[config.mk]
export PLATFORM = sky130hd
export DESIGN_NAME = pg_clk_seq
export DESIGN_NICKNAME = d
export VERILOG_FILES = /design/src/rtl/pgseq_pkg.sv /design/src/rtl/pgseq_sync.sv /design/src/rtl/pgseq_gate.sv /design/src/rtl/pgseq_fsm.sv /design/src/rtl/pg_clk_seq.sv
export SDC_FILE = /design/constraint.sdc
export NUM_CORES = 1
export LEC_CHECK = 0
export CORE_UTILIZATION = 45
export CTS_CLUSTER_SIZE = 25
export DETAILED_ROUTE_END_ITERATION = 6
export DONT_BUFFER_PORTS = 1
export PLACE_DENSITY_LB_ADDON = 0.05
export SLEW_MARGIN = 10
export SYNTH_ARGS = -nofsm -noshare
export SYNTH_HDL_FRONTEND = slang
export SYNTH_SLANG_ARGS = --single-unit
[constraint.sdc]
create_clock -name ref_clk -period 2.78 [get_ports ref_clk]
set_input_delay 0.556 -clock ref_clk [delete_from_list [all_inputs] [get_ports ref_clk]]
set_output_delay 0.556 -clock ref_clk [all_outputs]
set_load 0.005 [all_outputs]
[src/rtl/pgseq_pkg.sv]
package pgseq_pkg;

   typedef enum logic [2:0] {
      ST_IDLE,
      ST_OSC_UP,
      ST_RUN,
      ST_DRAIN,
      ST_OFF,
      ST_FSW_DRAIN
   } seq_state_t;

   // strap code to level: 0 low, 1 mid, 2 high (code 3 folds onto mid)
   function automatic logic [1:0] strap_level(input logic [1:0] code);
      return (code == 2'b11) ? 2'd1 : code;
   endfunction

   function automatic logic [7:0] decode_addr(input logic [1:0] hi_code,
                                              input logic [1:0] lo_code);
      logic [1:0] hi;
      logic [1:0] lo;
      hi = strap_level(hi_code);
      lo = strap_level(lo_code);
      unique case ({hi, lo})
         4'h0:    return 8'hD8;
         4'h1:    return 8'hDA;
         4'h2:    return 8'hDE;
         4'h4:    return 8'hC2;
         4'h5:    return 8'hC4;
         4'h6:    return 8'hC6;
         4'h8:    return 8'hCA;
         4'h9:    return 8'hCC;
         default: return 8'hCE;
      endcase
   endfunction

endpackage

[src/rtl/pgseq_sync.sv]
module pgseq_sync #(
   parameter int W      = 1,
   parameter int STAGES = 2
) (
   input  logic         clk,
   input  logic         rst_n,
   input  logic [W-1:0] d,
   output logic [W-1:0] q
);
   logic [W-1:0] chain [STAGES];

   always_ff @(posedge clk or negedge rst_n) begin
      if (!rst_n) chain[0] <= '0;
      else        chain[0] <= d;
   end

   for (genvar s = 1; s < STAGES; s++) begin : g_stage
      always_ff @(posedge clk or negedge rst_n) begin
         if (!rst_n) chain[s] <= '0;
         else        chain[s] <= chain[s-1];
      end
   end

   assign q = chain[STAGES-1];
endmodule

[src/rtl/pgseq_gate.sv]
module pgseq_gate (
   input  logic clk,
   input  logic rst_n,
   input  logic want_on,
   input  logic out_clk,
   output logic en
);
   // the enable may only move while the gated clock sits low
   always_ff @(posedge clk or negedge rst_n) begin
      if (!rst_n)        en <= 1'b0;
      else if (!out_clk) en <= want_on;
   end
endmodule

[src/rtl/pgseq_fsm.sv]
module pgseq_fsm
   import pgseq_pkg::*;
#(
   parameter int WAIT_CYC = 16
) (
   input  logic       clk,
   input  logic       rst_n,
   input  logic       pg_s,
   input  logic       fsel_s,
   input  logic [1:0] hi_code,
   input  logic [1:0] lo_code,
   input  logic       all_off,
   output logic       want_on,
   output logic       osc_en,
   output logic       fsel_q,
   output logic [7:0] addr_q
);
   localparam int CW = $clog2(WAIT_CYC + 1);
   localparam logic [CW-1:0] LAST = CW'(WAIT_CYC - 1);

   seq_state_t state;
   logic [CW-1:0] cnt;

   always_ff @(posedge clk or negedge rst_n) begin
      if (!rst_n) begin
         state  <= ST_IDLE;
         cnt    <= '0;
         fsel_q <= 1'b0;
         addr_q <= 8'h00;
      end else begin
         unique case (state)
            ST_IDLE: if (pg_s) begin
               addr_q <= decode_addr(hi_code, lo_code);
               fsel_q <= fsel_s;
               cnt    <= '0;
               state  <= ST_OSC_UP;
            end
            ST_OSC_UP: begin
               if (!pg_s)            state <= ST_OFF;
               else if (cnt == LAST) state <= ST_RUN;
               else                  cnt   <= cnt + 1'b1;
            end
            ST_RUN: begin
               if (!pg_s)                 state <= ST_DRAIN;
               else if (fsel_s != fsel_q) state <= ST_FSW_DRAIN;
            end
            ST_DRAIN: if (all_off) state <= ST_OFF;
            ST_FSW_DRAIN: begin
               if (!pg_s) state <= ST_DRAIN;
               else if (all_off) begin
                  fsel_q <= fsel_s;
                  state  <= ST_RUN;
               end
            end
            ST_OFF: if (pg_s) begin
               fsel_q <= fsel_s;
               cnt    <= '0;
               state  <= ST_OSC_UP;
            end
            default: state <= ST_IDLE;
         endcase
      end
   end

   assign want_on = (state == ST_RUN);
   assign osc_en  = (state == ST_OSC_UP) || (state == ST_RUN) ||
                    (state == ST_DRAIN)  || (state == ST_FSW_DRAIN);
endmodule

[src/rtl/pg_clk_seq.sv]
module pg_clk_seq #(
   parameter int NOUT        = 12,
   parameter int WAIT_CYC    = 16,
   parameter int SYNC_STAGES = 2
) (
   input  logic            ref_clk,
   input  logic            rst_n,
   input  logic            pg_pin,
   input  logic            fsel_strap,
   input  logic [1:0]      addr_hi_strap,
   input  logic [1:0]      addr_lo_strap,
   input  logic [NOUT-1:0] out_clk,
   output logic [NOUT-1:0] out_en,
   output logic            osc_en,
   output logic [7:0]      dev_addr,
   output logic            fsel_out
);
   if (NOUT < 1) begin : g_bad_nout
      $error("pg_clk_seq: NOUT must be at least 1");
   end
   if (WAIT_CYC < 1) begin : g_bad_wait
      $error("pg_clk_seq: WAIT_CYC must be at least 1");
   end
   if (SYNC_STAGES < 2) begin : g_bad_sync
      $error("pg_clk_seq: SYNC_STAGES must be at least 2");
   end

   logic [1:0] sync_q;
   logic       want_on;

   pgseq_sync #(.W(2), .STAGES(SYNC_STAGES)) i_sync (
      .clk  (ref_clk),
      .rst_n(rst_n),
      .d    ({fsel_strap, pg_pin}),
      .q    (sync_q)
   );

   pgseq_fsm #(.WAIT_CYC(WAIT_CYC)) i_fsm (
      .clk    (ref_clk),
      .rst_n  (rst_n),
      .pg_s   (sync_q[0]),
      .fsel_s (sync_q[1]),
      .hi_code(addr_hi_strap),
      .lo_code(addr_lo_strap),
      .all_off(out_en == '0),
      .want_on(want_on),
      .osc_en (osc_en),
      .fsel_q (fsel_out),
      .addr_q (dev_addr)
   );

   for (genvar i = 0; i < NOUT; i++) begin : g_gate
      pgseq_gate i_gate (
         .clk    (ref_clk),
         .rst_n  (rst_n),
         .want_on(want_on),
         .out_clk(out_clk[i]),
         .en     (out_en[i])
      );
   end
endmodule

== Yosys cells after proc, flatten, opt, wreduce, memory -nomap -nowiden ==
Memory sizes are Yosys's and may differ from the RTL's. A register that Yosys moved wholly into a read port is not among the register bits.
Index checks and enable logic that the tools add are counted.

* Bits in registers: 33
* ROM bits: 64
* Input port bits: 20
* Output and inout port bits: 22
* Word-level logic and storage cells: 70
* Memories: 1

{| class="wikitable"
|+ Memories
! memory !! depth !! width !! rd ports !! clocked after memory_dff !! wr ports !! line !! text
|-
| (name not given) || 16 || 4 || 1 || 1 || 0 || pgseq_pkg.sv:23 || <nowiki>unique case ({hi, lo})</nowiki>
|}

* $add $sub $neg: 1
* Eq/ne operators: 18
* Mux-type cells: 19
* Reductions and logical operators: 13

{| class="wikitable"
|+ Operator list
! operator !! number
|-
| 2-to-1 mux 3 bit || 8
|-
| 2-to-1 mux 5 bit || 3
|-
| one-hot mux 3 bit (5 select lines) || 1
|-
| logical NOT 12 bit || 1
|-
| one-hot mux 5 bit (2 select lines) || 1
|-
| AND reduction 4 bit || 2
|-
| == test 3 x 2 -> 1 bit, second input constant || 2
|-
| == test 3 bit, second input constant || 2
|-
| != test 2 x 1 -> 1 bit, second input constant || 3
|-
| != test 2 bit, second input constant || 3
|-
| != test 3 x 2 -> 1 bit, second input constant || 2
|-
| adder 5 x 1 -> 5 bit, second input constant || 1
|-
| == test 5 x 4 -> 1 bit, second input constant || 1
|-
| AND reduction 5 bit || 1
|-
| == test 2 bit, second input constant || 2
|-
| 2-to-1 mux 2 bit || 2
|-
| nonzero test 2 bit || 2
|-
| == test 3 x 1 -> 1 bit, second input constant || 1
|-
| logical NOT 3 bit || 1
|-
| logical OR 1 bit || 3
|-
| 2-to-1 mux 1 bit || 3
|-
| != test 3 bit, second input constant || 1
|-
| one-hot mux 1 bit (2 select lines) || 1
|-
| AND reduction 2 bit || 1
|-
| other kinds (3) || 3
|}

== Longest topological paths before layout ==
* Word-level depth: 4
* Depth in mapped cells: 7
* Gate-level depth less buffers: 7

== Cells and area by module ==
From an unflattened synthesis, not the netlist that was laid out.

* Cells, all modules: 130
* Area, all modules: 1,502.7 µm²

{| class="wikitable"
|+ Modules (own cells, without submodules)
! module !! instances !! cells an instance !! area an instance (µm²) !! seq. area each (µm²)
|-
| pgseq_fsm || 1 || 96 || 882.1 || 350.3
|-
| pgseq_gate || 12 || 2 || 40.0 || 25.0
|-
| pgseq_sync || 1 || 6 || 115.1 || 100.1
|-
| pg_clk_seq || 1 || 4 || 25.0 || 0.0
|}

== Worst setup path before layout ==
OpenSTA, ideal clock, no wires.

* Path kind: register to register
* Start: register i_fsm.cnt[0]
* End: register i_fsm.state[2]
* Setup time: 0.079 ns
* Data arrival time: 1.672 ns
* Data required time: 2.701 ns
* Setup slack: 1.029 ns
* Stages on the path, launching flop included: 8
* Buffers on the path: 0
* Period minus slack after synthesis: 1.751 ns
* Cells stage by stage: dfrtp_1 -> ha_1 -> and3_1 -> ha_1 -> nor2_1 -> a21o_1 -> a32o_1 -> mux2i_1

* Cells in the longest elaborated chain, start to end: 3

{| class="wikitable"
|+ RTL lines
! item !! line !! text
|-
| from (decl) || pgseq_fsm.sv:22 || <nowiki>logic [CW-1:0] cnt;</nowiki>
|-
| from (signal assigned) || pgseq_fsm.sv:41 || <nowiki>else cnt <= cnt + 1'b1;</nowiki>
|-
| == test 5 x 4 -> 1 bit || pgseq_fsm.sv:40 || <nowiki>else if (cnt == LAST) state <= ST_RUN;</nowiki>
|-
| != test 3 x 2 -> 1 bit (no line) || - ||
|-
| AND reduction 5 bit (no line) || - ||
|-
| to (signal assigned) || pgseq_fsm.sv:39 || <nowiki>if (!pg_s) state <= ST_OFF;</nowiki>
|-
| to (signal assigned) || pgseq_fsm.sv:40 ||
|-
| to (signal assigned) || pgseq_fsm.sv:44 || <nowiki>if (!pg_s) state <= ST_DRAIN;</nowiki>
|-
| to (decl) || pgseq_fsm.sv:21 || <nowiki>seq_state_t state;</nowiki>
|}

Every way passes these cells.
A chain may end at the register's enable or synchronous reset.

== Worst setup path in the final report ==
Same ends and word-level chain as after synthesis.

==> qor.txt <==
Status: finished clean
Met1 Use GR: 0.191
Initial antenna violation count: 0
#FFs+latches synth: 30
Dominant synthesized flop cell: dfrtp_1
Sw Ratio: 0.373
Hold crit path type: input port to asynchronous set/reset pin
Sequential element share of the synthesized area: 0.504
Final Max Slew Viols: 0
Die footprint: 3550 um^2
Max-Cap Viols: 0
Worst-skew pair later-pin latency: 0.33 ns
RSZ-0062 raised after global routing: no
Remaining DRCs: 0
WHS: 0.0344 ns
Worst reg2reg startpoint: i_fsm.cnt[0]$_DFFE_PN0P_
Kind of critical path: register to register
CP Launch Type: register
DR vias: 991
Antenna Nets Post-Route: 0
Pre-CTS setup slack: 0.856 ns
IO Port Bufs: 0
Period utilisation layout: 0.705
H-tree lvl count: 2
Setup violators final: 0
Die extent in x: 59.5 um
Comb pwr share: 0.314
Die Y: 59.5 um
Synth top area share: 0.504
Clk sink count: 30
Worst path required time: 3.03 ns
Final worst slack: 0.819 ns
Hold Fails Final Rpt: 0
Mean Syn Cell Area: 10.1 um^2
Internal power: 970 uW
P_leak: 0.660 nW
Asr flop ratio synth: 1.00
Area delta synth->final: 1.51%
Core ar.: 3100 um^2
Number of enable flip-flop cells after synthesis: 0
Worst-path maximum fanout: 7
Initial drt markers: 39
Drt wl/cell: 14.0 um
Max Clock Freq: 510 MHz
Most Crowded Layer GR: met2
Crit. End Element: register
First-pass GRT wire length: 4050 um
Clock group share of total power: 0.206
Crit path launch: i_fsm.cnt[0]$_DFFE_PN0P_
Final nets: 158
Initial Util: 0.480
Clk_skew: 0.00758 ns
Total clock buffers created by CTS: 5
Synthesized area: 1490 um^2
Critical Path AT: 2.21 ns
Setup Fix Bufs, Post-CTS: 0
DR vias/cell: 5.48
Synth area leaders: dfrtp_1, buf_4, o21ai_0
Post-synth cell types: 32
Top-count cell post-synth: dfrtp_1
Iteration count of the initial detailed-routing pass: 4
Antenna cells: 0
Rows: 20
PD cells: 1020 nW/um^2
Ratio of cells with drive above 1 in the final layout: 0.131
Sw power: 576 uW
M2 GR Usage: 0.250
Clock transition at path regs: 0.10 ns
Fin Setup TNS: 0 ns
Root buffer cell: clkbuf_4
WL final: 2540 um
Grt met3 use: 0.0655
Post-layout min period: 1.96 ns
Grt ovf: 0
Vias in the first global route: 959
Worst vdd ir: 0.000398 V
Post-Synthesis Cells: 147
IO Count: 42
Hpwl dp: 1790 um
Largest net degree at the start of global routing: 31
Synth warn: 0
Sequential power share: 0.480
Pwr Total: 1.55 mW
Final Util: 0.488
Top cells by count, synth: dfrtp_1, nand2_1, o21ai_0
Yosys top cell by area: dfrtp_1
Max Root-Sink Buffers: 2
Gr usage total: 0.161
CTS tree: yes
Routability congestion estimate: 0.805
sequential cells by signal (all words and copies together) (netlist names):
register and flops:
i_fsm.cnt 5, i_fsm.addr_q 5, i_sync.chain 2, i_sync.q 2, i_fsm.fsel_q 1, g_gate.i_gate.en 12, i_fsm.state 3
layout by cell type (no fill, tap or decap):
cell type / synthesis / routed
a21o_1: 1 / 1
a21oi_1: 5 / 5
a22o_1: 1 / 1
a22oi_1: 2 / 2
a31oi_1: 1 / 1
a32o_1: 1 / 1
a41oi_1: 3 / 3
and2_1: 1 / 1
and3_1: 2 / 2
buf_12: 0 / 1
clkbuf_4: 0 / 5
clkbuf_8: 0 / 3
conb_1: 1 / 2
dfrtp_1: 30 / 30
ha_1: 2 / 2
inv_1: 5 / 5
mux2_2: 4 / 4
mux2i_1: 2 / 2
nand2_1: 19 / 19
nand2b_1: 3 / 3
nand3_1: 3 / 3
nand4_1: 2 / 2
nor2_1: 7 / 7
nor2b_1: 2 / 2
nor3_2: 1 / 1
nor4_4: 3 / 3
o21ai_0: 19 / 19
o22ai_1: 4 / 4
o41ai_1: 1 / 1
or2_2: 1 / 1
xnor2_1: 1 / 1
layer usage:
layer | up-vias | part of all wire | routed length [um]
li1 | 476 | - | -
met1 | 471 | 0.44 | 1120
met2 | 39 | 0.46 | 1180
met4 | 0 | 0.020 | 51
met3 | 5 | 0.075 | 190
met5 | - | 0 | 0
worst max-delay path: stages (launching register included):
cell and delay [ns]:
dfrtp_1 0.43, ha_1 0.24, and3_1 0.20, ha_1 0.20
nor2_1 0.32, a21o_1 0.17, a32o_1 0.16, mux2i_1 0.18
logic make-up after synthesis:
group / share of synthesized area
adders and majority gates: 0.0168
xor gates and xnor gates: 0.00588
buffers and inverters: 0.103
other: 0.00252
AOI/OAI and AO/OA: 0.153
DFF: 0.504
muxes: 0.0437
and+or+nand+nor: 0.171
cell type report:
cell class | instances | area [um^2]
Clock buffer | 8 | 78.8
Fill cell | 311 | 1590
Inverter | 5 | 18.8
Multi-Input combinational cell | 93 | 589
Sequential cell | 30 | 751
Tap cell | 44 | 55.1
Timing Repair Buffer | 1 | 20.0
power groups by stage:
stage / Clock [mW] / Sequential (mW) / Combinational, mW
after CTS: 0.331 / 0.744 / 0.490
after global placement: 0 / 0.749 / 0.465
after detailed placement: 0 / 0.754 / 0.476
after floorplan: 0 / 0.670 / 0.519
final: 0.319 / 0.742 / 0.485
after global routing: 0.349 / 0.766 / 0.545
through the flow:
stage | area (um^2) | std cells
floorplan | 1490 | 148
global placement | 1410 | 172
detailed placement | 1410 | 172
CTS | 1510 | 181
global route | 1510 | 181
finish | 1510 | 181
what timing repair did:
item | CTS | global route
hold buffers | 1 | 0
endpoints found under the hold margin | 30 | 0
gates resized for setup | 0 | 0
path summary, 6_finish.rpt:
check / to / slack, ns / depth (start not counted)
max: i_fsm.state[2]$_DFFE_PN0P_ / 0.82 / 7
min: i_fsm.cnt[2]$_DFFE_PN0P_ / 0.03 / 1
max reg2reg: i_fsm.state[2]$_DFFE_PN0P_ / 0.82 / 7
min reg2reg: i_sync.q[0]$_DFF_PN0_ / 0.35 / 0
max in group asynchronous: i_sync.chain[2]$_DFF_PN0_ / 2.57 / 1
min in group ref_clk: i_sync.chain[3]$_DFF_PN0_ / 0.25 / 0
No activity file was read; power rests on OpenSTA's default activity.
